File: src/rtl/bcd_sub_adjust_pkg.sv
package bcd_sub_adjust_pkg;
  localparam int unsigned ACC_W   = 8;
  localparam int unsigned NIB_W   = ACC_W / 2;
  localparam logic [NIB_W-1:0] DIGIT_MAX = NIB_W'(9);
  localparam logic [ACC_W-1:0] LOW_FIX   = ACC_W'(8'h06);
  localparam logic [ACC_W-1:0] HIGH_FIX  = ACC_W'(8'h60);
  localparam logic [ACC_W-1:0] HIGH_LIM  = ACC_W'(8'h99);

  typedef struct packed {
    logic [ACC_W-1:0] acc;
    logic             cf;
    logic             af;
    logic             sf;
    logic             zf;
    logic             pf;
    logic             of;
  } adj_res_t;
endpackage

File: src/rtl/bcd_sub_low_step.sv
module bcd_sub_low_step
  import bcd_sub_adjust_pkg::*;
(
  input  logic [ACC_W-1:0] acc_i,
  input  logic             cf_i,
  input  logic             af_i,
  output logic [ACC_W-1:0] acc_o,
  output logic             cf_o,
  output logic             af_o
);
  logic [ACC_W:0] diff;
  logic           apply;

  assign apply = (acc_i[NIB_W-1:0] > DIGIT_MAX) | af_i;
  assign diff  = {1'b0, acc_i} - {1'b0, LOW_FIX};

  always_comb begin
    if (apply) begin
      acc_o = diff[ACC_W-1:0];
      cf_o  = cf_i | diff[ACC_W];
      af_o  = 1'b1;
    end else begin
      acc_o = acc_i;
      cf_o  = 1'b0;
      af_o  = 1'b0;
    end
  end

  always_comb begin
    if (!apply) p_low_idle_r1: assert (acc_o == acc_i && !cf_o);
    if (apply && acc_i < LOW_FIX) p_borrow_r2: assert (cf_o);
  end
endmodule

File: src/rtl/bcd_sub_high_step.sv
module bcd_sub_high_step
  import bcd_sub_adjust_pkg::*;
(
  input  logic [ACC_W-1:0] orig_acc_i,
  input  logic             orig_cf_i,
  input  logic [ACC_W-1:0] mid_acc_i,
  input  logic             mid_cf_i,
  output logic [ACC_W-1:0] acc_o,
  output logic             cf_o
);
  logic apply;
  assign apply = (orig_acc_i > HIGH_LIM) | orig_cf_i;

  always_comb begin
    if (apply) begin
      acc_o = mid_acc_i - HIGH_FIX;
      cf_o  = 1'b1;
    end else begin
      acc_o = mid_acc_i;
      cf_o  = mid_cf_i;
    end
  end

  always_comb begin
    if (orig_cf_i) p_cf_forced_r3: assert (cf_o);
    if (!apply) p_cf_kept_r4: assert (cf_o == mid_cf_i && acc_o == mid_acc_i);
  end
endmodule

File: src/rtl/bcd_sub_flag_gen.sv
module bcd_sub_flag_gen
  import bcd_sub_adjust_pkg::*;
(
  input  logic [ACC_W-1:0] acc_i,
  output logic             sf_o,
  output logic             zf_o,
  output logic             pf_o
);
  assign sf_o = acc_i[ACC_W-1];
  assign zf_o = (acc_i == '0);
  assign pf_o = ~^acc_i;
endmodule

File: src/rtl/bcd_sub_adjust.sv
module bcd_sub_adjust
  import bcd_sub_adjust_pkg::*;
#(
  parameter bit REGISTERED = 1'b1
) (
  input  logic             clk_i,
  input  logic             rst_ni,
  input  logic             valid_i,
  input  logic [ACC_W-1:0] acc_i,
  input  logic             cf_i,
  input  logic             af_i,
  input  logic             of_i,
  output logic             valid_o,
  output logic [ACC_W-1:0] acc_o,
  output logic             cf_o,
  output logic             af_o,
  output logic             sf_o,
  output logic             zf_o,
  output logic             pf_o,
  output logic             of_o
);
  logic [ACC_W-1:0] mid_acc;
  logic             mid_cf;
  adj_res_t         res;

  bcd_sub_low_step u_low (
    .acc_i (acc_i),
    .cf_i  (cf_i),
    .af_i  (af_i),
    .acc_o (mid_acc),
    .cf_o  (mid_cf),
    .af_o  (res.af)
  );

  bcd_sub_high_step u_high (
    .orig_acc_i (acc_i),
    .orig_cf_i  (cf_i),
    .mid_acc_i  (mid_acc),
    .mid_cf_i   (mid_cf),
    .acc_o      (res.acc),
    .cf_o       (res.cf)
  );

  bcd_sub_flag_gen u_flags (
    .acc_i (res.acc),
    .sf_o  (res.sf),
    .zf_o  (res.zf),
    .pf_o  (res.pf)
  );

  assign res.of = of_i;

  always_comb begin
    if (valid_i) begin
      p_af_cond_r1: assert (res.af == ((acc_i[NIB_W-1:0] > DIGIT_MAX) | af_i));
      if (acc_i > HIGH_LIM) p_high_orig_r3: assert (res.cf);
    end
  end

  adj_res_t out_q;
  logic     vld_q;

  generate
    if (REGISTERED) begin : g_reg
      always_ff @(posedge clk_i or negedge rst_ni) begin
        if (!rst_ni) begin
          out_q <= '0;
          vld_q <= 1'b0;
        end else begin
          vld_q <= valid_i;
          if (valid_i) out_q <= res;
        end
      end

      p_valid_lat_r7: assert property (@(posedge clk_i) disable iff (!rst_ni)
        valid_i |=> valid_o);
      p_valid_idle_r7: assert property (@(posedge clk_i) disable iff (!rst_ni)
        !valid_i |=> !valid_o);
      p_hold_r7: assert property (@(posedge clk_i) disable iff (!rst_ni)
        !valid_i |=> $stable(acc_o) && $stable(cf_o) && $stable(af_o));
      p_of_pass_r6: assert property (@(posedge clk_i) disable iff (!rst_ni)
        valid_i |=> of_o == $past(of_i));
    end else begin : g_comb
      always_comb begin
        out_q = res;
        vld_q = valid_i;
      end
    end
  endgenerate

  assign valid_o = vld_q;
  assign acc_o   = out_q.acc;
  assign cf_o    = out_q.cf;
  assign af_o    = out_q.af;
  assign sf_o    = out_q.sf;
  assign zf_o    = out_q.zf;
  assign pf_o    = out_q.pf;
  assign of_o    = out_q.of;
endmodule

File: config.mk
export PLATFORM = sky130hd
export DESIGN_NAME = bcd_sub_adjust
export DESIGN_NICKNAME = d
export VERILOG_FILES = /design/src/rtl/bcd_sub_adjust_pkg.sv /design/src/rtl/bcd_sub_low_step.sv /design/src/rtl/bcd_sub_high_step.sv /design/src/rtl/bcd_sub_flag_gen.sv /design/src/rtl/bcd_sub_adjust.sv
export SDC_FILE = /design/constraint.sdc
export NUM_CORES = 1
export LEC_CHECK = 0
export ABC_CLOCK_PERIOD_IN_PS = 1400
export BUFFER_PORTS_ARGS = -buffer_cell sky130_fd_sc_hd__buf_4
export CELL_PAD_IN_SITES_DETAIL_PLACEMENT = 0
export CELL_PAD_IN_SITES_GLOBAL_PLACEMENT = 1
export CORE_MARGIN = 2
export CORE_UTILIZATION = 40
export CTS_BUF_LIST = sky130_fd_sc_hd__clkbuf_4 sky130_fd_sc_hd__clkbuf_8
export CTS_CLUSTER_SIZE = 28
export DETAILED_ROUTE_END_ITERATION = 8
export GPL_TIMING_DRIVEN = 0
export PLACE_DENSITY_LB_ADDON = 0.1
export SYNTH_ARGS = -nofsm -noshare
export SYNTH_HDL_FRONTEND = slang
export SYNTH_SLANG_ARGS = --single-unit
File: constraint.sdc
create_clock -name clk_i -period 1.4 [get_ports clk_i]
set_input_delay 0 -clock clk_i [delete_from_list [all_inputs] [get_ports clk_i]]
set_output_delay 0 -clock clk_i [all_outputs]
set_load 0.05 [all_outputs]
==> impl_metrics.csv <==
group,metric,value,unit
timing,finalSetupViolCount,3,
synth,netlist_instances,95,
placement,gp_congestion,0.788,
power,p_leak,0.632,nW
synth,yosysMostFrequentCell,"dfrtp_1",
status,violations,"negative setup slack",
die,rows,17,
min_path,min_to,"af_o$_DFFE_PN0P_",
critical_path,critical-path-top-delay-family,"adder cells",
cells_and_area,final_net_count,162,
critical_path,required,1570,ps
power,ir_worst_vdd,0.839,mV
critical_path,critPathMaxFanout,2,
job,drv_cap,0,
synth,synth_async_sr_flop_share,100,%
route,wl_per_cell,13.4,µm
die,io_pins,29,
timing,rsz0062_at_grt,"yes",
synth,syn_nets,115,
timing,whs,34.4,ps
grt,overflow,0,
cells_and_area,syn_to_final_growth,52.3,%
critical_path,r2r-end,"pf_o$_DFFE_PN0P_",
grt,first_global_vias,804,
critical_path,crit_slowest_cell,"nor4b_4",
critical_path,path_buf_inv,1,
die,core-area,0.00219,mm²
timing,skew,0,ps
cells_and_area,fillCellCount,179,
critical_path,endpoint_kind,"flip-flop",
synth,synth_commonest_cells,"dfrtp_1 (14), o21ai_0 (9), nand2_1 (8), nor2_1 (8)",
critical_path,crit_arrival,2330,ps
cells_and_area,antennaDiodeCount,0,
min_path,min_from,"af_i",
placement,placed_cells,150,
critical_path,critical-path-max-stage-delay,320,ps
cells_and_area,fin_util,63.2,%
synth,synth_area,910,µm²
grt,grt.total_usage,19.0,%
power,total_power,0.00142,W
clocking,root_buffer,"clkbuf_4",
cells_and_area,drive_gt1_share,43.6,%
synth,yosysTopAreaCell,"dfrtp_1",
route,wl,2240,µm
timing,tightest_slew,479,ps
synth,ys_warn_count,0,
timing,finalCriticalPeriod,2170,ps
route,dr.first_iter.drc_count,7,
synth,synth_seq_cells,14,
synth,netlist_top_cells_area,"dfrtp_1 (39%), ha_1 (8.3%), o21ai_0 (5.0%)",
power,power_density,1020,mW/mm²
critical_path,critical_path.cell_chain,"buf_12 > ha_4 > nor4b_4 > xor2_2 > ha_2 > nor3b_2 > a21oi_2 > nand2_1 > xor2_1 > ha_2 > xnor2_2 > xnor2_1 > mux2_4",
clocking,cts_max_path_buffers,2,
timing,slew_headroom,68.1,%
clocking,cts_tree,"done",
critical_path,startpoint_type,"primary input",
grt,grt_pass1_wl,3620,µm
clocking,cts_sinks,14,
route,routed_via_density,5.16,
grt,grt_max_degree,15,
die,die_h,51.7,µm
die,die_area,0.00267,mm²
route,route.vias.total,867,
synth,synth_ff_type,"dfrtp_1",
placement,io_buffers,27,
clocking,cts_buffers,3,
timing,max_freq,0.462,GHz
timing,finalMaxSlewViolations,0,
route,drc,0,
min_path,hold_path_class,"in2reg",
synth,synth.avg_cell_area,9.57,µm²
placement,dp_hpwl,1550,µm
synth,synth_edf_count,0,
clocking,clk_latency,270,ps
clocking,clk_pin_slew,90,ps
status,outcome,"finished with violations",
clocking,htree_levels,1,
critical_path,reg2reg_slack,640,ps
grt,antenna_found_initial,0,
synth,synth_top_area_share,38.5,%
synth,synthDistinctLibCells,33,
critical_path,criticalPathCategory,"in2reg",
critical_path,cpMostUsedCell,"ha_2",
min_path,min_path_cells,3,
timing,period_share,155,%
die,start_util,41.5,%
timing,hold_viol_final,0,
critical_path,r2r-start,"pf_o$_DFFE_PN0P_",
synth,synth_seq_area_share,38.5,%
route,postRouteAntennaNets,0,
timing,setup_slack,-767,ps
cells_and_area,fin_cells,168,
critical_path,ff2ff_path_depth,1,
die,die-width,51.7,µm
route,first_pass_iters,4,
[per-layer routing]
layer  share of wire [%]  vias up  track usage, %
met5                   0        -               0
met4                 1.4        0            7.46
met3                 4.0        4            6.03
met2                  49       21            29.9
met1                  45      413            24.0
li1                    -      429               -
[what timing repair did]
action,in CTS,in global routing
hold buffers,4,0
gates resized for setup,15,0
pin swaps,10,6
endpoints found under the setup margin,3,3
hold endpoints to repair,17,0
gates cloned,0,0
buffers inserted,13,0
[placed cells by master (no fill, tap or decap), types with 3 or more instances in the layout]
cell | synthesis | routed
buf_4 | 1 | 33
o21ai_0 | 9 | 8
a31oi_1 | 3 | 3
buf_6 | 1 | 4
clkbuf_4 | 0 | 3
inv_1 | 6 | 6
dfrtp_1 | 14 | 14
xnor2_1 | 5 | 4
nor2_1 | 8 | 8
dlygate4sd3_1 | 0 | 4
nand2_1 | 8 | 8
ha_1 | 6 | 3
a21oi_1 | 4 | 3
[registers in the layout, indices dropped and copies added, names as in the netlist]
| signal | cells |
|---|---|
| valid_o | 1 |
| zf_o | 1 |
| acc_o | 8 |
| pf_o | 1 |
| cf_o | 1 |
| of_o | 1 |
| af_o | 1 |
[area by class of cell]
cell class	instances	area (µm²)	area share, %
clock buffers	3	22.5	1.63
flip-flops and latches	14	350	25.3
plain buffers	4	30.0	2.17
multi-input cells	71	564	40.7
inverters	6	22.5	1.63
well taps	28	35.0	2.53
repair buffers	42	360	26.0
[cell families after synthesis]
logic type / after synthesis / share of synthesized area [%]
adder cells (fa/ha/maj): 6 / 8.25
flip-flops: 14 / 38.5
multiplexers: 3 / 3.71
buffers and inverters: 10 / 5.36
AND/OR/NAND/NOR: 31 / 19.5
XOR/XNOR: 7 / 7.57
AO/OA/AOI/OAI: 24 / 17.1
[power by group]
| group | switching (W) | internal [W] |
|---|---|---|
| Clock | 0.000129 | 0.0000998 |
| Combinational | 0.000403 | 0.000300 |
| Sequential | 0.0000284 | 0.000459 |
| Total | 0.000561 | 0.000859 |
[stage by stage]
step / setup TNS [ps] / setup slack (ps) / cell area (µm²)
after floorplan: -1120 / -779 / 941
after global placement: -2250 / -1130 / 1180
after detailed placement: -2370 / -1160 / 1180
after CTS: -1370 / -704 / 1400
after global routing: -1680 / -830 / 1390
final: -1450 / -767 / 1390
[worst max path at each step]
| stage | from | endpoint | slack, ps | cells past startpoint |
|---|---|---|---|---|
| floorplan | acc_i[1] | pf_o$_DFFE_PN0P_ | -780 | 12 |
| global placement | acc_i[1] | pf_o$_DFFE_PN0P_ | -1130 | 13 |
| detailed placement | acc_i[1] | pf_o$_DFFE_PN0P_ | -1160 | 13 |
| CTS | acc_i[1] | pf_o$_DFFE_PN0P_ | -700 | 13 |
| global route | acc_i[1] | pf_o$_DFFE_PN0P_ | -830 | 13 |
| finish | acc_i[1] | pf_o$_DFFE_PN0P_ | -770 | 13 |
Power figures use the tool's default switching activity.
